### src/rtl/loc_irq_pkg.sv
package loc_irq_pkg;
  localparam logic [31:0] EN_WMASK   = 32'h8000_009F;
  localparam logic [31:0] EVT_BITS   = 32'h0000_0087;
  localparam logic [31:0] EN_RESET   = 32'h0000_0008;
  localparam logic [31:0] CAP_WORD   = (32'd2 << 28) | (32'd3 << 9) | (32'd1 << 4) | EVT_BITS;
  localparam int          GIE_BIT    = 31;

  typedef enum logic [1:0] {
    SEL_EN  = 2'd0,
    SEL_ST  = 2'd1,
    SEL_VEC = 2'd2,
    SEL_CAP = 2'd3
  } reg_sel_e;

  function automatic logic [31:0] kind_to_bits(input logic [3:0] k);
    logic [31:0] b;
    b = '0;
    b[0] = k[0];
    b[1] = k[1];
    b[2] = k[2];
    b[7] = k[3];
    return b;
  endfunction
endpackage

### src/rtl/loc_irq_bank.sv
module loc_irq_bank
  import loc_irq_pkg::*;
(
  input  logic        clk,
  input  logic        rst_n,
  input  logic        en_wr,
  input  logic        st_clr_wr,
  input  logic [31:0] wdata,
  input  logic [3:0]  evt_kind,
  output logic [31:0] en_q,
  output logic [31:0] st_q,
  output logic        set_fire,
  output logic        clr_empty
);
  logic [31:0] set_bits, clr_bits, st_next;

  always_comb begin
    set_bits  = en_q[GIE_BIT] ? (kind_to_bits(evt_kind) & en_q & EVT_BITS) : '0;
    clr_bits  = st_clr_wr ? (wdata & EVT_BITS) : '0;
    st_next   = (st_q & ~clr_bits) | set_bits;
    set_fire  = |set_bits;
    clr_empty = (|(st_q & clr_bits)) && (st_next == '0);
  end

  always_ff @(posedge clk or negedge rst_n) begin
    if (!rst_n) begin
      en_q <= EN_RESET;
      st_q <= '0;
    end else begin
      if (en_wr) en_q <= wdata & EN_WMASK;
      st_q <= st_next;
    end
  end

  // enable word never holds an unsupported bit
  p_en_mask_r2: assert property (@(posedge clk) disable iff (!rst_n)
    (en_q & ~EN_WMASK) == '0);
  // status holds only event bits
  p_st_bits_r11: assert property (@(posedge clk) disable iff (!rst_n)
    (st_q & ~EVT_BITS) == '0);
  // without the global enable, events leave status alone
  p_gie_gate_r3: assert property (@(posedge clk) disable iff (!rst_n)
    (evt_kind != '0 && !en_q[GIE_BIT] && !st_clr_wr) |=> $stable(st_q));
  // enable changes only through a decoded write
  p_en_hold_r7: assert property (@(posedge clk) disable iff (!rst_n)
    !en_wr |=> $stable(en_q));
endmodule

### src/rtl/loc_irq_line.sv
module loc_irq_line #(
  parameter int NUM_LOC = 5
) (
  input  logic               clk,
  input  logic               rst_n,
  input  logic [NUM_LOC-1:0] set_fire,
  input  logic [NUM_LOC-1:0] clr_empty,
  output logic               irq
);
  always_ff @(posedge clk or negedge rst_n) begin
    if (!rst_n)           irq <= 1'b0;
    else if (|set_fire)   irq <= 1'b1;
    else if (|clr_empty)  irq <= 1'b0;
  end

  // a latched event raises the line on the next edge
  p_irq_rise_r4: assert property (@(posedge clk) disable iff (!rst_n)
    (|set_fire) |=> irq);
  // the line only falls after a clear that emptied a status word
  p_irq_fall_r6: assert property (@(posedge clk) disable iff (!rst_n)
    $fell(irq) |-> $past(|clr_empty));
endmodule

### src/rtl/loc_irq_ctrl.sv
module loc_irq_ctrl
  import loc_irq_pkg::*;
#(
  parameter int NUM_LOC = 5,
  parameter int IRQ_VEC = 5,
  localparam int LOC_W  = (NUM_LOC > 1) ? $clog2(NUM_LOC + 1) : 1
) (
  input  logic             clk,
  input  logic             rst_n,
  input  logic [LOC_W-1:0] active_loc,
  input  logic             reg_wr,
  input  logic [1:0]       reg_sel,
  input  logic [LOC_W-1:0] reg_loc,
  input  logic [31:0]      reg_wdata,
  output logic [31:0]      reg_rdata,
  input  logic             evt_valid,
  input  logic [LOC_W-1:0] evt_loc,
  input  logic [3:0]       evt_kind,
  output logic             irq
);
  localparam logic [31:0] VEC_WORD = {28'd0, 4'(IRQ_VEC)};

  logic [31:0]        en_q [NUM_LOC];
  logic [31:0]        st_q [NUM_LOC];
  logic [NUM_LOC-1:0] set_fire, clr_empty;
  logic               act_valid, wr_ok;

  assign act_valid = 32'(active_loc) < NUM_LOC;
  assign wr_ok     = reg_wr && act_valid && (reg_loc == active_loc);

  for (genvar i = 0; i < NUM_LOC; i++) begin : g_loc
    logic hit;
    assign hit = wr_ok && (32'(reg_loc) == i);
    loc_irq_bank u_bank (
      .clk       (clk),
      .rst_n     (rst_n),
      .en_wr     (hit && reg_sel == SEL_EN),
      .st_clr_wr (hit && reg_sel == SEL_ST),
      .wdata     (reg_wdata),
      .evt_kind  ((evt_valid && 32'(evt_loc) == i) ? evt_kind : 4'd0),
      .en_q      (en_q[i]),
      .st_q      (st_q[i]),
      .set_fire  (set_fire[i]),
      .clr_empty (clr_empty[i])
    );
  end

  loc_irq_line #(.NUM_LOC(NUM_LOC)) u_line (
    .clk       (clk),
    .rst_n     (rst_n),
    .set_fire  (set_fire),
    .clr_empty (clr_empty),
    .irq       (irq)
  );

  always_comb begin
    reg_rdata = '0;
    case (reg_sel)
      SEL_VEC: reg_rdata = VEC_WORD;
      SEL_CAP: reg_rdata = CAP_WORD;
      default: begin
        for (int i = 0; i < NUM_LOC; i++) begin
          if (32'(reg_loc) == i)
            reg_rdata = (reg_sel == SEL_EN) ? en_q[i] : st_q[i];
        end
      end
    endcase
  end

  // an event for no valid locality cannot raise the line
  p_bad_loc_r10: assert property (@(posedge clk) disable iff (!rst_n)
    (evt_valid && 32'(evt_loc) >= NUM_LOC && !irq && !wr_ok) |=> !irq);
  // capability word is fixed
  p_cap_r9: assert property (@(posedge clk) disable iff (!rst_n)
    (reg_sel == SEL_CAP) |-> reg_rdata == 32'h2000_0697);
endmodule

### config.mk
export PLATFORM = sky130hd
export DESIGN_NAME = loc_irq_ctrl
export DESIGN_NICKNAME = d
export VERILOG_FILES = /design/src/rtl/loc_irq_pkg.sv /design/src/rtl/loc_irq_bank.sv /design/src/rtl/loc_irq_line.sv /design/src/rtl/loc_irq_ctrl.sv
export SDC_FILE = /design/constraint.sdc
export NUM_CORES = 1
export LEC_CHECK = 0
export BUFFER_PORTS_ARGS = -buffer_cell sky130_fd_sc_hd__buf_2
export CORE_MARGIN = 2
export CORE_UTILIZATION = 50
export CTS_BUF_LIST = sky130_fd_sc_hd__clkbuf_4 sky130_fd_sc_hd__clkbuf_8
export DETAILED_ROUTE_END_ITERATION = 10
export GPL_TIMING_DRIVEN = 0
export HOLD_SLACK_MARGIN = 0.15
export PLACE_DENSITY = 0.77
export SLEW_MARGIN = 15
export SYNTH_ARGS = -nofsm -noshare
export SYNTH_HDL_FRONTEND = slang
export SYNTH_HIERARCHICAL = 1
export SYNTH_SLANG_ARGS = --single-unit
export TNS_END_PERCENT = 30
### constraint.sdc
create_clock -name clk -period 5.95 [get_ports clk]
set_clock_uncertainty 0.15 [all_clocks]
set_input_delay 1.785 -clock clk [delete_from_list [all_inputs] [get_ports clk]]
set_output_delay 1.785 -clock clk [all_outputs]
set_load 0.02 [all_outputs]
; After elaboration in Yosys (flattened, before gate mapping)
; Index checks and enable logic that the tools add are counted.
[totals]
in_bits = 51
output_inout_bits = 33
word_cells = 120
register_bits = 196
[op_classes]
n_eq_ne = 12
bitwise = 25
n_reduce_logical = 43
magnitude_cmp = 1
n_mux = 28
[ops]
columns = cell, count
row1 = $and A32 B32 Y32, 10
row2 = $mux W32, 10
row3 = $logic_not A32 Y1, 5
row4 = $not A32 Y32, 5
row5 = $or A32 B32 Y32, 5
row6 = $reduce_or A160 Y1, 1
row7 = $reduce_or A32 Y1, 5
row8 = $mux W8, 10
row9 = $pmux W32 S2, 1
row10 = $and A8 B8 Y8, 5
row11 = $logic_and A1 B1 Y1, 27
row12 = $mux W4, 5
row13 = $eq A3 B2 Y1 const B, 4
row14 = $eq A3 B1 Y1 const B, 2
row15 = $eq A3 B3 Y1 const B, 2
row16 = $logic_not A3 Y1, 2
row17 = $reduce_or A5 Y1, 1
row18 = $eq A2 B2 Y1 const B, 2
row19 = $eq A3 B3 Y1, 1
row20 = $lt A3 B3 Y1 const B, 1
row21 = $eq A2 B1 Y1 const B, 1
row22 = $logic_not A2 Y1, 1
row23 = $mux W1, 2
row24 = $reduce_bool A2 Y1, 1

; Longest topological paths before layout
[logic_depth]
depth_word = 14
mapped_depth = 12
ltp_nobuf = 9

; Modules after synthesis
; Netlist, hierarchy kept.
[modules_own_cells]
columns = module, cells_each, seq_area_each_um2, instances, area_each_um2
row1 = loc_irq_bank, 91, 276.5, 5, 893.4
row2 = loc_irq_ctrl, 376, 0.0, 1, 3145.5
row3 = loc_irq_line, 5, 25.0, 1, 53.8

; Worst setup path after synthesis
; OpenSTA, ideal clock, no wires.
[synth_path]
path_kind = in2out
from = input port reg_sel[0]
to = output port reg_rdata[3]
path_buffers = 3
setup_slack_ps = 894
stages = 7
required_ps = 4015
arrival_ps = 3121
cell_sequence = buf_6 > or2_1 > buf_6 > buf_4 > mux2i_1 > o22a_1 > a31oi_1
[synth_between]
elab_chain_len = 8
word_cells_on_any_way = 14
cone_classes = 2 x eq/ne / 11 x mux / 1 x reduce/logical
[synth_rtl]
columns = element, line_no
row1 = from (decl), loc_irq_ctrl.sv:12  ; input logic [1:0] reg_sel,
row2 = $logic_not A2 Y1, loc_irq_ctrl.sv:64  ; reg_rdata = (reg_sel == SEL_EN) ? en_q[i] : st_q[i];
row3 = $mux W32, loc_irq_ctrl.sv:64
row4 = $mux W32 (5 in a row), loc_irq_ctrl.sv:63  ; if (32'(reg_loc) == i)
row5 = $pmux W32 S2 *, loc_irq_ctrl.sv:58  ; case (reg_sel)
row6 = to (decl), loc_irq_ctrl.sv:15  ; output logic [31:0] reg_rdata,
; Mark *: on every way between the ends. The rest lies on a longest branch, timed or not.

; Worst setup path in the final report
[layout_path]
from = input port reg_loc[2]
to = output port reg_rdata[1]
[layout_between]
elab_chain_len = 7
word_cells_on_any_way = 11
cone_classes = 4 x eq/ne / 6 x mux / 1 x reduce/logical
[layout_rtl]
columns = element, line_no
row1 = from (decl), loc_irq_ctrl.sv:13  ; input logic [LOC_W-1:0] reg_loc,
row2 = $logic_not A3 Y1, loc_irq_ctrl.sv:63
row3 = $mux W32 (4 in a row), loc_irq_ctrl.sv:63
row4 = $mux W32 *, loc_irq_ctrl.sv:63
row5 = $pmux W32 S2 *, loc_irq_ctrl.sv:58
; Marked as above.

==> summary.md <==
| Metric | Value |
|---|---|
| Outcome | `complete, no violations` |
| FMAX | `178.3 MHz` |
| Worst min-delay path class | `reg2reg` |
| CORE AREA | `0.01509 mm2` |
| Fin Hold WS | `between 0.3 and 0.4 ns` |
| Routed WL per cell | `~13 um` |
| Worst Setup End Kind | `output port` |
| Switching share of power | `30.90%` |
| RSZ-0062 raised after global routing | `false` |
| Fillers | `1349` |
| Internal power | `718.6 uW` |
| H-tree depth | `2` |
| Cell family with most CP delay | `buffers and inverters` |
| Count leader, synth | `buf_4` |
| Initial Utilization | `50.80%` |
| Synth top area share | `between 20% and 30%` |
| Die X | `127.8 um` |
| TritonRoute pass-1 iters | `5` |
| Peak VDD IR | `0.0001251 V` |
| Die Y-Extent | `roughly 130 um` |
| CP Class | `in2out` |
| Most frequent cell on the critical path | `buf_2` |
| Reg2reg start | `g_loc[2].u_bank/en_q[31]` |
| Cell Pwr Density | `113.1 mW/mm2` |
| Slew at the pin closest to its max-slew limit | `0.7976 ns` |
| Setup tns final | `0 ns` |
| Vias | `between 6000 and 7000` |
| Logic pwr share | `approximately two fifths` |
| Min-delay src | `g_loc[1].u_bank/en_q[4]` |
| CP startpoint | `reg_loc[2]` |
| Synth cell count leaders | `buf_4 (272), nand2_1 (79), mux2i_1 (67), mux2_2 (55), dfrtp_1 (51)` |
| Dominant cell type by area after synthesis | `buf_4` |
| Seq pwr share | `between 30% and 40%` |
| Setup Buffers After CTS | `0` |
| Root Driver | `clkbuf_8` |
| Worst EP required | `4.01 ns` |
| Slew Limit Headroom | `45.31%` |
| Hold Vio Cnt, Final | `0` |
| Post-Syn Instances | `836` |
| Post-Place Cell Area | `0.009095 mm2` |
| Detailed Route WL | `17640 um` |
| Drt via density | `4.528` |
| Critical path peak fanout | `10` |
| Top_reg_cell synth | `dfrtp_1` |
| IO buf count | `43` |
| ANT nets after route | `0` |
| Ranking of synthesized cells by area | `buf_4 (27%), dfrtp_1 (17%), mux4_2 (8.8%)` |
| Worst Path Arrival | `3.67 ns` |
| Total Routing Usage GR | `22.11%` |
| Hold Buf Count CTS | `0` |
| Slowest stage cell, crit path | `clkbuf_1` |
| DRC viols | `0` |
| Layout Area Growth over Synthesis | `19.94%` |
| Synth Cell Area | `roughly 0.0077 mm2` |
| Wire length of the first global-routing pass | `28690 um` |
| Async set-reset flop share out of synthesis | `100.0%` |
| Post-CTS sizing | `0` |
| Max cap viols | `0` |
| Clk sinks | `56` |
| Vias in the first global route | `5713` |
| Grt ovf | `0` |
| Worst-Skew Late Latency | `0.31 ns` |
| Period minus WS final | `around 5.6 ns` |
| Leakage | `4.982 nW` |
| Number of DRC markers in iteration 0 | `310` |
| FP Rows | `45` |
| Max-slew violations | `0` |
| Clock transition at the registers of the reported paths | `0.10 ns` |
| Layout cells sized above 1 | `40.37%` |
| Register area share after synthesis | `18.36%` |
| Count of cell types in the netlist | `53` |
| Clock power frac | `21.5%` |
| Final Setup Violations | `0` |
| Antenna violations before repair | `1` |
| Crit path cell chain | `buf_2 > buf_4 > nor2_2 > nand2_1 > clkbuf_1 > a21o_1 > a21oi_1 > buf_2` |
| Largest net degree at the start of global routing | `57` |
| Post-synth EDFFs | `0` |
| Placer congestion estimate | `0.9283` |
| Period utilisation layout | `between 90% and 100%` |
| CP bufs+invs | `4` |
| Critical path's largest stage delay | `0.39 ns` |
| Total Power | `1.040 mW` |
| Register area | `0.001408 mm2` |
| Post-DP HPWL | `13440 um` |
| Full die area | `0.01634 mm2` |
| Clk buf depth | `2` |
| Syn. warnings | `6` |
| # IOs | `84` |
| TritonCTS buffer count | `5` |
| CTS tree | `built` |
| Area of the multi-input gates | `0.004933 mm2` |
| Final Cell Area | `approximately 0.0092 mm2` |
| Synthesized area per cell | `9.170 um2` |
| Switching power | `321.3 uW` |
| # nets final | `1197` |
| Post-synthesis register bit count | `between 50 and 60` |
| CP startpoint kind | `input pin` |
## layout by cell type, fill, tap and decap left out, types with 4 or more instances in the layout
master	Yosys	routed
o22a_1	13	13
a32o_1	10	10
buf_4	272	273
dfrtp_1	51	51
a21oi_1	26	26
buf_6	12	12
or2_2	5	5
nor2_1	16	16
clkbuf_1	13	13
a21o_1	9	9
mux2i_1	67	67
mux4_2	30	30
dfstp_2	5	5
and4bb_1	5	5
and3_1	5	5
o221a_2	10	10
a21boi_0	25	25
nor2b_1	4	4
a22oi_1	20	20
and2_1	20	20
mux2_2	55	55
conb_1	5	265
o22ai_1	7	7
buf_2	11	53
nand2_1	79	79
and3_2	5	5
a31oi_1	16	16
clkbuf_8	0	6
a2111oi_0	5	5
## final timing paths
| check | slack (ns) | cells past startpoint | end |
|---|---|---|---|
| setup / recovery | 0.34 | 8 | reg_rdata[1] |
| hold / removal | 0.36 | 1 | g_loc[1].u_bank/en_q[4] |
| setup reg to reg | 4.00 | 5 | u_line/irq |
| hold reg to reg | 0.36 | 1 | g_loc[1].u_bank/en_q[4] |
| max in group asynchronous | 3.80 | 1 | g_loc[4].u_bank/st_q[1] |
| min in group asynchronous | 1.35 | 1 | g_loc[0].u_bank/en_q[7] |
## routing by layer
metal  share of wire (%)  routed length (um)  GRT usage, %
met5                   0                   0             0
met4                 1.8                 316         4.913
met3                 4.1                 724         2.295
met2                  50                8861         40.30
met1                  44                7740         28.27
## state kept, by name, indices dropped and copies added, names as in the netlist
| signal | count |
|---|---|
| g_loc.u_bank/en_q | 35 |
| g_loc.u_bank/st_q | 20 |
| u_line/irq | 1 |
## cells by family (layout without fill, tap and decap cells)
kind of cell	count (synthesis)	after routing	synth area share, %
AOI/OAI and AO/OA	152	152	14.84
xor gates and xnor gates	1	1	0.1143
buffers and inverters	310	361	30.01
DFF	56	56	18.36
muxes	152	152	25.64
other	5	266	0.2448
and+or+nand+nor	160	160	10.79
## power by group through the flow
stage / clock network [mW] / registers (mW) / logic [mW]
after detailed placement: 0 / 0.406 / 0.403
after global routing: 0.243 / 0.400 / 0.457
final: 0.223 / 0.398 / 0.418
after CTS: 0.227 / 0.398 / 0.404
after global placement: 0 / 0.405 / 0.402
after floorplan: 0 / 0.402 / 0.334
## metrics by stage
stage	std cells	worst slack [ns]	utilization, %
after floorplan	1096	0.8942	-
after global placement	1327	0.3907	60.26
after detailed placement	1327	0.3749	60.27
after CTS	1335	0.3769	60.92
after global routing	1336	0.2280	60.94
final	1336	0.3411	60.94
## area by class of cell
cell class	instances	share of cell area, %
Antenna cell	1	0.02721
Multi-Input combinational cell	730	53.65
Tap cell	188	2.558
Timing Repair Buffer	43	2.368
Sequential cell	56	15.31
Clock buffer	7	0.9797
Clock inverter	1	0.08164
Buffer	310	25.02
(Power assumes the default switching activity.)
